==> src/rtl/adcq_pkg.sv <==
package adcq_pkg;

    localparam int CH_W  = 4;
    localparam int RES_W = 12;

    typedef struct packed {
        logic [CH_W-1:0]  ch;
        logic [RES_W-1:0] res;
    } adcq_entry_t;

    localparam int ENTRY_W = $bits(adcq_entry_t);

    // register offsets
    localparam logic [7:0] ADDR_CTRL = 8'h00;
    localparam logic [7:0] ADDR_TCNT = 8'h04;
    localparam logic [7:0] ADDR_NODE = 8'h08;
    localparam logic [7:0] ADDR_STAT = 8'h10;
    localparam logic [7:0] ADDR_FCTL = 8'h20;

    // control bits
    localparam int CTRL_EN   = 0;
    localparam int CTRL_IE   = 18;
    localparam int CTRL_TRIG = 22;

    // status bits
    localparam int STAT_DONE = 0;
    localparam int STAT_FERR = 2;

    // queue control bits
    localparam int FCTL_FLUSH  = 0;
    localparam int FCTL_RDYIE  = 1;
    localparam int FCTL_ERRIE  = 3;
    localparam int FCTL_THR    = 8;
    localparam int FCTL_OF     = 16;
    localparam int FCTL_UF     = 17;
    localparam int FCTL_CNT    = 24;

    typedef enum logic {
        SEQ_IDLE = 1'b0,
        SEQ_SCAN = 1'b1
    } seq_state_t;

    function automatic logic ptr_wrap_needed(input int unsigned ptr, input int unsigned depth);
        return ptr == depth - 1;
    endfunction

endpackage

==> src/rtl/adcq_fifo.sv <==
module adcq_fifo
    import adcq_pkg::*;
#(
    parameter int DEPTH = 16
) (
    input  logic                                clk,
    input  logic                                rst,
    input  logic                                flush_i,
    input  logic                                push_i,
    input  adcq_entry_t                         push_data_i,
    input  logic                                pop_i,
    output adcq_entry_t                         pop_data_o,
    output logic [$clog2(DEPTH+1)-1:0]          count_o,
    output logic                                of_o,
    output logic                                uf_o,
    output logic                                err_evt_o
);
    localparam int PTR_W = (DEPTH > 1) ? $clog2(DEPTH) : 1;
    localparam int CNT_W = $clog2(DEPTH + 1);

    adcq_entry_t      mem [DEPTH];
    logic [PTR_W-1:0] wr_ptr, rd_ptr, wr_nxt, rd_nxt;
    logic [CNT_W-1:0] count_q;
    logic             of_q, uf_q;
    logic             full, empty, pop_ok, push_ok, ovf_evt, unf_evt;

    assign full    = (count_q == CNT_W'(DEPTH));
    assign empty   = (count_q == '0);
    assign pop_ok  = pop_i && !empty && !flush_i;
    assign push_ok = push_i && !flush_i && (!full || pop_ok);
    assign ovf_evt = push_i && full && !pop_ok && !flush_i;
    assign unf_evt = pop_i && empty && !flush_i;

    assign wr_nxt = ptr_wrap_needed(int'(wr_ptr), DEPTH) ? '0 : wr_ptr + 1'b1;
    assign rd_nxt = ptr_wrap_needed(int'(rd_ptr), DEPTH) ? '0 : rd_ptr + 1'b1;

    always_ff @(posedge clk) begin
        if (rst) begin
            wr_ptr  <= '0;
            rd_ptr  <= '0;
            count_q <= '0;
            of_q    <= 1'b0;
            uf_q    <= 1'b0;
        end else if (flush_i) begin
            rd_ptr <= '0;
            of_q   <= 1'b0;
            uf_q   <= 1'b0;
            if (push_i) begin
                wr_ptr  <= PTR_W'(1 % DEPTH);
                count_q <= CNT_W'(1);
            end else begin
                wr_ptr  <= '0;
                count_q <= '0;
            end
        end else begin
            if (push_ok) wr_ptr <= wr_nxt;
            if (pop_ok)  rd_ptr <= rd_nxt;
            count_q <= count_q + CNT_W'(push_ok) - CNT_W'(pop_ok);
            of_q    <= of_q | ovf_evt;
            uf_q    <= uf_q | unf_evt;
        end
    end

    always_ff @(posedge clk) begin
        if (flush_i && push_i)
            mem[0] <= push_data_i;
        else if (push_ok)
            mem[wr_ptr] <= push_data_i;
    end

    assign pop_data_o = empty ? '0 : mem[rd_ptr];
    assign count_o    = count_q;
    assign of_o       = of_q;
    assign uf_o       = uf_q;
    assign err_evt_o  = ovf_evt | unf_evt;

    // stored count never exceeds the depth
    a_r7_count_bound: assert property (@(posedge clk) disable iff (rst)
        count_q <= CNT_W'(DEPTH));

    // a push into a full queue leaves it full and flags overflow
    a_r7_full_drop: assert property (@(posedge clk) disable iff (rst)
        (push_i && full && !pop_i && !flush_i) |=> (count_q == CNT_W'(DEPTH)) && of_q);

    // a pop of an empty queue flags underflow
    a_r8_empty_pop: assert property (@(posedge clk) disable iff (rst)
        (pop_i && empty && !flush_i) |=> uf_q);

    // a flush leaves at most the same-edge push and clears both flags
    a_r9_flush_clears: assert property (@(posedge clk) disable iff (rst)
        flush_i |=> (count_q <= CNT_W'(1)) && !of_q && !uf_q);

endmodule

==> src/rtl/adcq_sequencer.sv <==
module adcq_sequencer
    import adcq_pkg::*;
#(
    parameter int NODES = 8
) (
    input  logic                                     clk,
    input  logic                                     rst,
    input  logic                                     en_i,
    input  logic                                     start_i,
    input  logic [NODES*CH_W-1:0]                    node_list_i,
    input  logic [((NODES > 1) ? $clog2(NODES) : 1)-1:0] last_i,
    input  logic                                     conv_ack_i,
    input  logic [RES_W-1:0]                         conv_data_i,
    output logic                                     conv_req_o,
    output logic [CH_W-1:0]                          conv_ch_o,
    output logic                                     push_o,
    output adcq_entry_t                              push_data_o,
    output logic                                     done_o,
    output logic                                     start_o,
    output logic                                     busy_o
);
    localparam int IDX_W = (NODES > 1) ? $clog2(NODES) : 1;

    seq_state_t       state_q;
    logic [IDX_W-1:0] idx_q, last_eff;
    logic [CH_W-1:0]  slot [NODES];
    logic             scan_live, at_last;

    for (genvar g = 0; g < NODES; g++) begin : g_slot
        assign slot[g] = node_list_i[g*CH_W +: CH_W];
    end

    assign last_eff  = (int'(last_i) > NODES - 1) ? IDX_W'(NODES - 1) : last_i;
    assign at_last   = (idx_q == last_eff);
    assign scan_live = (state_q == SEQ_SCAN) && en_i;

    always_ff @(posedge clk) begin
        if (rst || !en_i) begin
            state_q <= SEQ_IDLE;
            idx_q   <= '0;
        end else begin
            case (state_q)
                SEQ_IDLE: begin
                    idx_q <= '0;
                    if (start_i) state_q <= SEQ_SCAN;
                end
                SEQ_SCAN: begin
                    if (conv_ack_i) begin
                        if (at_last) begin
                            state_q <= SEQ_IDLE;
                            idx_q   <= '0;
                        end else begin
                            idx_q <= idx_q + 1'b1;
                        end
                    end
                end
                default: state_q <= SEQ_IDLE;
            endcase
        end
    end

    assign conv_req_o      = scan_live;
    assign conv_ch_o       = slot[idx_q];
    assign push_o          = scan_live && conv_ack_i;
    assign push_data_o.ch  = slot[idx_q];
    assign push_data_o.res = conv_data_i;
    assign done_o          = scan_live && conv_ack_i && at_last;
    assign start_o         = (state_q == SEQ_IDLE) && start_i && en_i;
    assign busy_o          = (state_q == SEQ_SCAN);

    // an unanswered request keeps its channel into the next cycle
    a_r3_req_hold: assert property (@(posedge clk) disable iff (rst)
        (conv_req_o && !conv_ack_i && en_i) |=> (!en_i || (conv_req_o && $stable(conv_ch_o))));

    // the pass ends after the last stored value
    a_r5_done_idle: assert property (@(posedge clk) disable iff (rst)
        done_o |=> !busy_o);

    // an accepted start leads to a request
    a_r2_start_req: assert property (@(posedge clk) disable iff (rst)
        start_o |=> (busy_o && (conv_req_o || !en_i)));

endmodule

==> src/rtl/adc_scan_seq.sv <==
module adc_scan_seq
    import adcq_pkg::*;
#(
    parameter int NODES      = 8,
    parameter int FIFO_DEPTH = 16
) (
    input  logic        clk,
    input  logic        rst,
    input  logic        reg_wr,
    input  logic [7:0]  reg_addr,
    input  logic [31:0] reg_wdata,
    output logic [31:0] reg_rdata,
    input  logic        fifo_rd,
    output logic [15:0] fifo_rdata,
    output logic        conv_req,
    output logic [3:0]  conv_ch,
    input  logic        conv_ack,
    input  logic [11:0] conv_data,
    output logic        irq
);
    localparam int IDX_W  = (NODES > 1) ? $clog2(NODES) : 1;
    localparam int LIST_W = NODES * CH_W;
    localparam int CNT_W  = $clog2(FIFO_DEPTH + 1);

    logic              ctrl_en, ctrl_ie, trig_q;
    logic [IDX_W-1:0]  tcnt_q;
    logic [LIST_W-1:0] node_q;
    logic              stat_done, stat_ferr;
    logic [CNT_W-1:0]  thr_q;
    logic              rdyie_q, errie_q;

    logic wr_ctrl, wr_tcnt, wr_node, wr_stat, wr_fctl, flush;
    logic seq_push, seq_done, seq_start, seq_busy;
    adcq_entry_t      push_data, head;
    logic [CNT_W-1:0] fifo_cnt;
    logic             fifo_of, fifo_uf, fifo_err;
    logic             ready;

    assign wr_ctrl = reg_wr && (reg_addr == ADDR_CTRL);
    assign wr_tcnt = reg_wr && (reg_addr == ADDR_TCNT);
    assign wr_node = reg_wr && (reg_addr == ADDR_NODE);
    assign wr_stat = reg_wr && (reg_addr == ADDR_STAT);
    assign wr_fctl = reg_wr && (reg_addr == ADDR_FCTL);
    assign flush   = wr_fctl && reg_wdata[FCTL_FLUSH];

    // configuration registers
    always_ff @(posedge clk) begin
        if (rst) begin
            ctrl_en <= 1'b0;
            ctrl_ie <= 1'b0;
            tcnt_q  <= '0;
            node_q  <= '0;
            thr_q   <= '0;
            rdyie_q <= 1'b0;
            errie_q <= 1'b0;
        end else begin
            if (wr_ctrl) begin
                ctrl_en <= reg_wdata[CTRL_EN];
                ctrl_ie <= reg_wdata[CTRL_IE];
            end
            if (wr_tcnt) tcnt_q <= reg_wdata[IDX_W-1:0];
            if (wr_node) node_q <= reg_wdata[LIST_W-1:0];
            if (wr_fctl) begin
                thr_q   <= reg_wdata[FCTL_THR +: CNT_W];
                rdyie_q <= reg_wdata[FCTL_RDYIE];
                errie_q <= reg_wdata[FCTL_ERRIE];
            end
        end
    end

    // start request: taken only when enabled and idle, cleared when the pass begins
    always_ff @(posedge clk) begin
        if (rst)
            trig_q <= 1'b0;
        else if (seq_start)
            trig_q <= 1'b0;
        else if (wr_ctrl)
            trig_q <= reg_wdata[CTRL_TRIG] && reg_wdata[CTRL_EN] && !seq_busy;
    end

    // status: setting event wins over a same-edge clear
    always_ff @(posedge clk) begin
        if (rst) begin
            stat_done <= 1'b0;
            stat_ferr <= 1'b0;
        end else begin
            stat_done <= (stat_done && !(wr_stat && reg_wdata[STAT_DONE])) || seq_done;
            stat_ferr <= (stat_ferr && !(wr_stat && reg_wdata[STAT_FERR])) || fifo_err;
        end
    end

    adcq_sequencer #(
        .NODES (NODES)
    ) u_seq (
        .clk         (clk),
        .rst         (rst),
        .en_i        (ctrl_en),
        .start_i     (trig_q),
        .node_list_i (node_q),
        .last_i      (tcnt_q),
        .conv_ack_i  (conv_ack),
        .conv_data_i (conv_data),
        .conv_req_o  (conv_req),
        .conv_ch_o   (conv_ch),
        .push_o      (seq_push),
        .push_data_o (push_data),
        .done_o      (seq_done),
        .start_o     (seq_start),
        .busy_o      (seq_busy)
    );

    adcq_fifo #(
        .DEPTH (FIFO_DEPTH)
    ) u_fifo (
        .clk         (clk),
        .rst         (rst),
        .flush_i     (flush),
        .push_i      (seq_push),
        .push_data_i (push_data),
        .pop_i       (fifo_rd),
        .pop_data_o  (head),
        .count_o     (fifo_cnt),
        .of_o        (fifo_of),
        .uf_o        (fifo_uf),
        .err_evt_o   (fifo_err)
    );

    assign fifo_rdata = head;

    // read multiplexer
    always_comb begin
        reg_rdata = '0;
        case (reg_addr)
            ADDR_CTRL: begin
                reg_rdata[CTRL_EN]   = ctrl_en;
                reg_rdata[CTRL_IE]   = ctrl_ie;
                reg_rdata[CTRL_TRIG] = trig_q;
            end
            ADDR_TCNT: reg_rdata[IDX_W-1:0] = tcnt_q;
            ADDR_NODE: reg_rdata[LIST_W-1:0] = node_q;
            ADDR_STAT: begin
                reg_rdata[STAT_DONE] = stat_done;
                reg_rdata[STAT_FERR] = stat_ferr;
            end
            ADDR_FCTL: begin
                reg_rdata[FCTL_RDYIE]        = rdyie_q;
                reg_rdata[FCTL_ERRIE]        = errie_q;
                reg_rdata[FCTL_THR +: CNT_W] = thr_q;
                reg_rdata[FCTL_OF]           = fifo_of;
                reg_rdata[FCTL_UF]           = fifo_uf;
                reg_rdata[FCTL_CNT +: CNT_W] = fifo_cnt;
            end
            default: reg_rdata = '0;
        endcase
    end

    assign ready = rdyie_q && (fifo_cnt != '0) && (fifo_cnt >= thr_q);
    assign irq   = (stat_done && ctrl_ie) || (stat_ferr && errie_q) || ready;

    // the last stored value always leaves the complete bit set
    a_r5_done_sets: assert property (@(posedge clk) disable iff (rst)
        seq_done |=> stat_done);

    // the start bit is gone once the pass has begun
    a_r2_trig_clears: assert property (@(posedge clk) disable iff (rst)
        seq_start |=> !trig_q);

    // a start written during a pass is not kept
    a_r6_busy_trig: assert property (@(posedge clk) disable iff (rst)
        (seq_busy && wr_ctrl && !seq_start) |=> !trig_q);

    // a queue error event always reaches the status bit
    a_r7_err_status: assert property (@(posedge clk) disable iff (rst)
        fifo_err |=> stat_ferr);

endmodule

==> config.mk <==
export PLATFORM = sky130hd
export DESIGN_NAME = adc_scan_seq
export DESIGN_NICKNAME = d
export VERILOG_FILES = /design/src/rtl/adcq_pkg.sv /design/src/rtl/adcq_fifo.sv /design/src/rtl/adcq_sequencer.sv /design/src/rtl/adc_scan_seq.sv
export SDC_FILE = /design/constraint.sdc
export NUM_CORES = 1
export LEC_CHECK = 0
export ABC_AREA = 0
export CAP_MARGIN = 10
export CORE_UTILIZATION = 50
export DETAILED_ROUTE_END_ITERATION = 10
export MAX_ROUTING_LAYER = met4
export PLACE_DENSITY = 0.7
export SLEW_MARGIN = 20
export SYNTH_ARGS = -nofsm -noshare
export SYNTH_HDL_FRONTEND = slang
export SYNTH_SLANG_ARGS = --single-unit
==> constraint.sdc <==
create_clock -name clk -period 3.79 [get_ports clk]
set_input_delay 0.758 -clock clk [delete_from_list [all_inputs] [get_ports clk]]
set_output_delay 0.758 -clock clk [all_outputs]
set_load 0.01 [all_outputs]
Word-level counts from Yosys, hierarchy flattened

Memories as Yosys holds them, arrays and structs flattened. A register that Yosys moved wholly into a read port is not among the register bits.
Index checks and enable logic that the tools add are counted.

Muxes and demuxes: 42
Equality and inequality tests: 9
Bitwise operators: 5
Add/subtract/negate cells: 5
Div/mod/pow operators: 0
Reduce and logical (&&, ||, !) cells: 52
Shifts and indexed selects: 0
Magnitude comparators: 2
$mul: 0

Operator list:

| kind                                                                  | number |
|---|---|
| 4-bit two-way mux                                                     | 10 |
| 16-bit two-way mux                                                    | 2 |
| 1-bit logical AND                                                     | 31 |
| 5-bit case mux with 2 select lines                                    | 2 |
| 16-bit OR reduction                                                   | 1 |
| 3-bit two-way mux                                                     | 5 |
| 4-bit binary-select mux with 3-bit select                             | 1 |
| 1-bit two-way mux                                                     | 12 |
| 4-bit by 1-bit adder with 4-bit output, second input constant         | 2 |
| 4-bit equality test, second input constant                            | 2 |
| 8-bit by 3-bit equality test with 1-bit output, second input constant | 1 |
| 8-bit by 4-bit equality test with 1-bit output, second input constant | 1 |
| 8-bit by 5-bit equality test with 1-bit output, second input constant | 1 |
| 8-bit by 6-bit equality test with 1-bit output, second input constant | 1 |
| 1-bit logical NOT                                                     | 8 |
| 8-bit logical NOT                                                     | 1 |
| 1-bit case mux with 2 select lines                                    | 4 |
| 1-bit logical OR                                                      | 6 |
| 1-bit case mux with 3 select lines                                    | 2 |
| 3-bit case mux with 2 select lines                                    | 1 |
| 5-bit by 1-bit adder with 5-bit output                                | 1 |
| 5-bit equality test, second input constant                            | 1 |
| 5-bit greater-or-equal comparator                                     | 1 |
| 5-bit logical NOT                                                     | 1 |
| other kinds (14)                                                      | 17 |

Word-level logic and storage cells: 133
Register bits after elaboration: 66
Input bits: 57
Bits in read-only memories: 0
Output and inout bits: 54
Memories kept: 1
Memory bits (writable): 256
Latch bits: 0

Memory list:

| memory     | depth | bits a word | read ports | clocked after Yosys merged registers in | wr ports | line            | source |
|---|---|---|---|---|---|---|---|
| u_fifo.mem | 16    | 16          | 1          | 1                                       | 1        | adcq_fifo.sv:21 | `adcq_entry_t mem [DEPTH];` |

Logic depth before layout (Yosys ltp)

Word-level depth: 12
Mapped depth: 13

Hierarchy

Synthesis repeated with hierarchy kept, for this count alone.

Cell total of the unflattened synthesis: 886
Area, all modules: 13,734.4 µm²

By module, submodules not included:

| module         | cells an instance | times used | seq. area each (µm²) | area an instance (µm²) |
|---|---|---|---|---|
| adcq_fifo      | 537               | 1          | 8,067.7              | 10,831.6 |
| adc_scan_seq   | 285               | 1          | 940.9                | 2,238.4 |
| adcq_sequencer | 64                | 1          | 80.1                 | 664.4 |

Worst setup path after synthesis

No wires, ideal clock.

Path type: input to register
Start point: in conv_ack
End point: mem u_fifo.mem[8][0] in the netlist's numbering, enable pin
Library setup time: 409 ps
Path slack: 552 ps
Stages on the path: 5
Arrival time: 2,828 ps
Cells stage by stage: buf_2 -> nand3_1 -> a31oi_2 -> nand4b_1 -> nor3_1

Longest elaborated chain between the ends: 8
Elaborated cells between the ends (all ways): 12
Classes of those cells: 7 x mux; 5 x reduce/logical

Ends and longest elaborated chain:

| item                                                                    | line                 | source |
|---|---|---|
| start, declared                                                         | adc_scan_seq.sv:17   | `input logic conv_ack,` |
| 1-bit logical AND *                                                     | adcq_sequencer.sv:64 | `assign push_o = scan_live && conv_ack_i;` |
| 1-bit logical AND (2 in a row)                                          | adcq_fifo.sv:30      | `assign push_ok = push_i && !flush_i && (!full \|\| pop_ok);` |
| 1-bit two-way mux                                                       | adcq_fifo.sv:67      | `else if (push_ok)` |
| 1-bit two-way mux                                                       | adcq_fifo.sv:65      | `if (flush_i && push_i)` |
| 1-bit two-way mux (implied by the code)                                 | adcq_fifo.sv:68      | `mem[wr_ptr] <= push_data_i;` |
| 16-bit OR reduction (no source line)                                    | n/a                  |  |
| 4-bit two-way mux (no source line) or 1-bit two-way mux (tied branches) | n/a                  |  |
| end, declared                                                           | adcq_fifo.sv:21      |  |

Every way passes the cells marked *; elsewhere a longest branch is shown, timed or not.

Final worst setup path

Start point: in reg_addr[5]
End point: out reg_rdata[1]

Longest elaborated chain between the ends: 2
Elaborated cells between the ends (all ways): 4
Classes of those cells: 3 x eq/ne; 1 x mux

Ends and longest elaborated chain:

| item                                                                         | line                | source |
|---|---|---|
| start, declared                                                              | adc_scan_seq.sv:10  | `input logic [7:0] reg_addr,` |
| 8-bit by 6-bit equality test with 1-bit output, or another cell as far along | adc_scan_seq.sv:133 | `case (reg_addr)` |
| 1-bit case mux with 3 select lines *                                         | adc_scan_seq.sv:133 |  |
| end, declared                                                                | adc_scan_seq.sv:12  | `output logic [31:0] reg_rdata,` |

Marked as above.

==> run_results.csv <==
group,metric,value,unit
pwr,ir_drop,0.2823,mV
timing,setup_viol,0,
placed_design,dpl.hpwl,18210,um
worst_setup_path,r2r_setup_slack,0.89,ns
worst_setup_path,critical_path_class,"in -> out",
timing,slew_viol_final,0,
synth,synth_nets,923,
finish,drive_gt1_share,19.60,%
clocking,clockBufferDepth,3,
timing,slew_headroom,59.74,%
clocking,clock_latency,0.51,ns
drt,via_count,7847,
clocking,cts_htree_levels,2,
hold_path,hp-start,"node_q[31]",
clocking,numCtsBuffers,34,
grt,grt_usage,23.39,%
pwr,p_sw,2.012,mW
run_status,violations,"DRC",
synth,ys_seq_area_share,67.89,%
grt,grt_overflow,0,
placed_design,numPortBuffers,110,
synth,ys_seq_elements,326,
timing,skew,0.01729,ns
synth,async_reset_ff_share,0,%
clocking,postCtsHoldBufs,0,
pwr,combPwrFrac,15.4,%
placed_design,dpl.cell_count,1284,
hold_path,hp-class,"reg -> reg",
timing,min_period,3.644,ns
timing,hold_viol_final,0,
grt,grt_pass1_vias,8047,
pwr,cellInternalPower,6.422,mW
worst_setup_path,worstPathRequired,3.03,ns
clocking,cts.sinks,326,
worst_setup_path,start_kind,"input pin",
pwr,sw_frac_of_total,23.86,%
pwr,seqPwrFrac,47.3,%
synth,yosys_warnings,0,
worst_setup_path,worstPathArrival,2.89,ns
timing,max_freq,274.5,MHz
synth,synth_cells,852,
finish,fin_cells,1345,
synth,ys_types,56,
hold_path,min_to,"node_q[31]",
pwr,p_per_area,521.0,nW/um2
synth,synth-edff-count,256,
die,die_h,165.6,um
worst_setup_path,r2r_cells,13,
worst_setup_path,r2r-start,"u_fifo.count_o[2]",
die,dieArea,27430,um2
timing,rsz0062_at_grt,"false",
timing,fin_crit_sh,96.14,%
clocking,root_buffer,"clkbuf_16",
worst_setup_path,timing.rr.end,"u_fifo.count_o[4]",
pwr,clock_power_share,37.3,%
flow_run,drv_cap,0,
die,initial_utilization,51.23,%
finish,num_antenna_cells,0,
run_status,status,"finished with violations",
drt,wl_per_cell,22.63,um
clocking,clk_pin_slew,0.06,ns
worst_setup_path,cp_max_fo,14,
drt,via_per_inst,5.834,
finish,syn2layout_area_growth,20.91,%
die,io_pins,111,
die,design.core.area,26130,um2
hold_path,whs_path_depth,2,
placed_design,placed_area,15110,um2
die,die_w,165.6,um
synth,syn_avg_cell_area,15.71,um2
clocking,cts_tree,"built",
drt,drt_iter0_markers,519,
timing,timing.hold.ws,0.4665,ns
finish,nNetsFinal,1057,
synth,synth_ff_type,"edfxtp_1",
drt,drc,4,
pwr,total_leakage_power,5.492,nW
timing,setup_tns,0,ns
grt,grt_pass1_wl,46810,um
finish,design_area,16190,um2
synth,synth_area,13390,um2
grt,grt_max_degree,65,
drt,drt_wl_total,30440,um
pwr,power,8.433,mW
timing,tightest_slew,0.6019,ns
placed_design,gp_congestion,0.9380,
drt,firstDrtPassIters,10,
die,rows,59,
drt,antenna_left,0,
grt,antenna_found_initial,0,
worst_setup_path,end_kind,"primary output",
[cells in the mapped netlist, types with 2 or more instances]
master / count / share of area, %
edfxtp_1: 256 / 57
nand2_1: 98 / 2.7
mux4_2: 72 / 12
dfxtp_1: 70 / 10
a21oi_1: 52 / 1.9
nor2_1: 41 / 1.1
a22oi_1: 33 / 1.9
clkbuf_1: 26 / 0.73
and3_1: 20 / 0.93
buf_2: 18 / 0.67
inv_1: 16 / 0.45
mux2i_1: 16 / 1.2
a22o_1: 13 / 0.85
ha_1: 13 / 1.2
nand3_1: 10 / 0.37
nor3_1: 10 / 0.37
o21ai_0: 8 / 0.30
nand2b_1: 7 / 0.33
buf_6: 5 / 0.42
mux2_2: 5 / 0.42
nand4b_1: 5 / 0.33
xor2_1: 5 / 0.33
nor3b_1: 4 / 0.22
nor4_1: 4 / 0.19
a31oi_1: 3 / 0.14
a21o_1: 2 / 0.11
a222oi_1: 2 / 0.15
and2_1: 2 / 0.093
dlygate4sd1_1: 2 / 0.13
nand3b_1: 2 / 0.11
nand4_1: 2 / 0.093
nor2b_1: 2 / 0.093
nor4b_2: 2 / 0.22
o311ai_0: 2 / 0.13
or3_1: 2 / 0.093
xnor2_1: 2 / 0.13
[layout by cell type (no fill, tap or decap), drive strengths merged, types with 16 or more instances in the layout]
cell type      count
clkbuf            45
nand2             98
edfxtp           256
dfxtp             70
mux2i             16
clkdlybuf4s50    106
a22oi             33
nor2              41
a21oi             52
mux4              72
inv               17
buf               42
and3              20
[cell type report]
type	count	area [um2]
multi-input combinational	457	4045
inverter	16	60.06
clock buffer	45	913.4
clock inverter	15	125.1
sequential	326	9095
tap	335	419.2
timing repair buffer	151	1528
fill	1909	9947
[per-stage QoR]
step / utilization [%] / setup WS (ns)
final: 61.94 / 0.1464
after global routing: 61.94 / 0.02061
after CTS: 61.79 / 0.01621
after detailed placement: 57.81 / 0.1577
after global placement: 57.81 / 0.1720
after floorplan: - / 0.5525
[sequential cells by signal, indices dropped and copies added, names as in the netlist, 3 cells and up, named ones only]
register        count
node_q             32
u_seq.idx_q         3
thr_q               5
u_fifo.mem        256
u_fifo.count_o      5
u_fifo.wr_ptr       4
tcnt_q              3
u_fifo.rd_ptr       4
[metal layers]
metal | GRT usage (%) | wire, um | up-vias
met2 | 39.02 | 15310 | 299
met4 | 7.477 | 841 | 0
met5 | - | 0 | -
met1 | 28.78 | 12250 | 3900
met3 | 4.707 | 2039 | 52
li1 | - | - | 3596
[timing repair]
item | 4_1_cts | 5_1_grt
endpoints found under the setup margin | 0 | 9
gates resized for setup | 0 | 8
buffers inserted | 0 | 1
[how the worst max path moves through the flow]
stage | slack (ns) | cells past startpoint | end | start
2_1_floorplan | 0.55 | 5 | u_fifo.mem[8][0] | conv_ack
3_3_place_gp | 0.17 | 7 | reg_rdata[1] | reg_addr[7]
3_5_place_dp | 0.16 | 7 | reg_rdata[1] | reg_addr[7]
4_1_cts | 0.02 | 8 | fifo_rdata[12] | u_fifo.count_o[3]
5_1_grt | 0.02 | 7 | irq | u_fifo.count_o[2]
6_report | 0.15 | 7 | reg_rdata[1] | reg_addr[5]
[cells by family (layout without fill, tap and decap cells)]
logic type	Yosys count	count (layout)	synth area share (%)
XOR/XNOR	7	7	0.4580
adder cells (fa/ha/maj)	14	14	1.365
flip-flops	326	326	67.89
multiplexers	93	93	13.73
AND/OR/NAND/NOR	218	218	7.870
buffers and inverters	69	227	2.542
AO/OA/AOI/OAI	125	125	6.141
[worst max-delay path, stage by stage]
cell	delay [ns]
clkdlybuf4s50_1	0.60
or3b_4	0.44
nor3_1	0.14
buf_4	0.22
a222oi_1	0.12
inv_1	0.07
clkdlybuf4s50_1	0.53
[power by group through the flow]
stage	clock, mW	combinational, mW	sequential (mW)
after floorplan	0	0.883	3.99
after global routing	3.35	1.41	4.00
after global placement	0	1.27	4.06
after CTS	3.20	1.29	3.99
final	3.15	1.30	3.99
after detailed placement	0	1.28	4.06
Power figures use the tool's default switching activity.
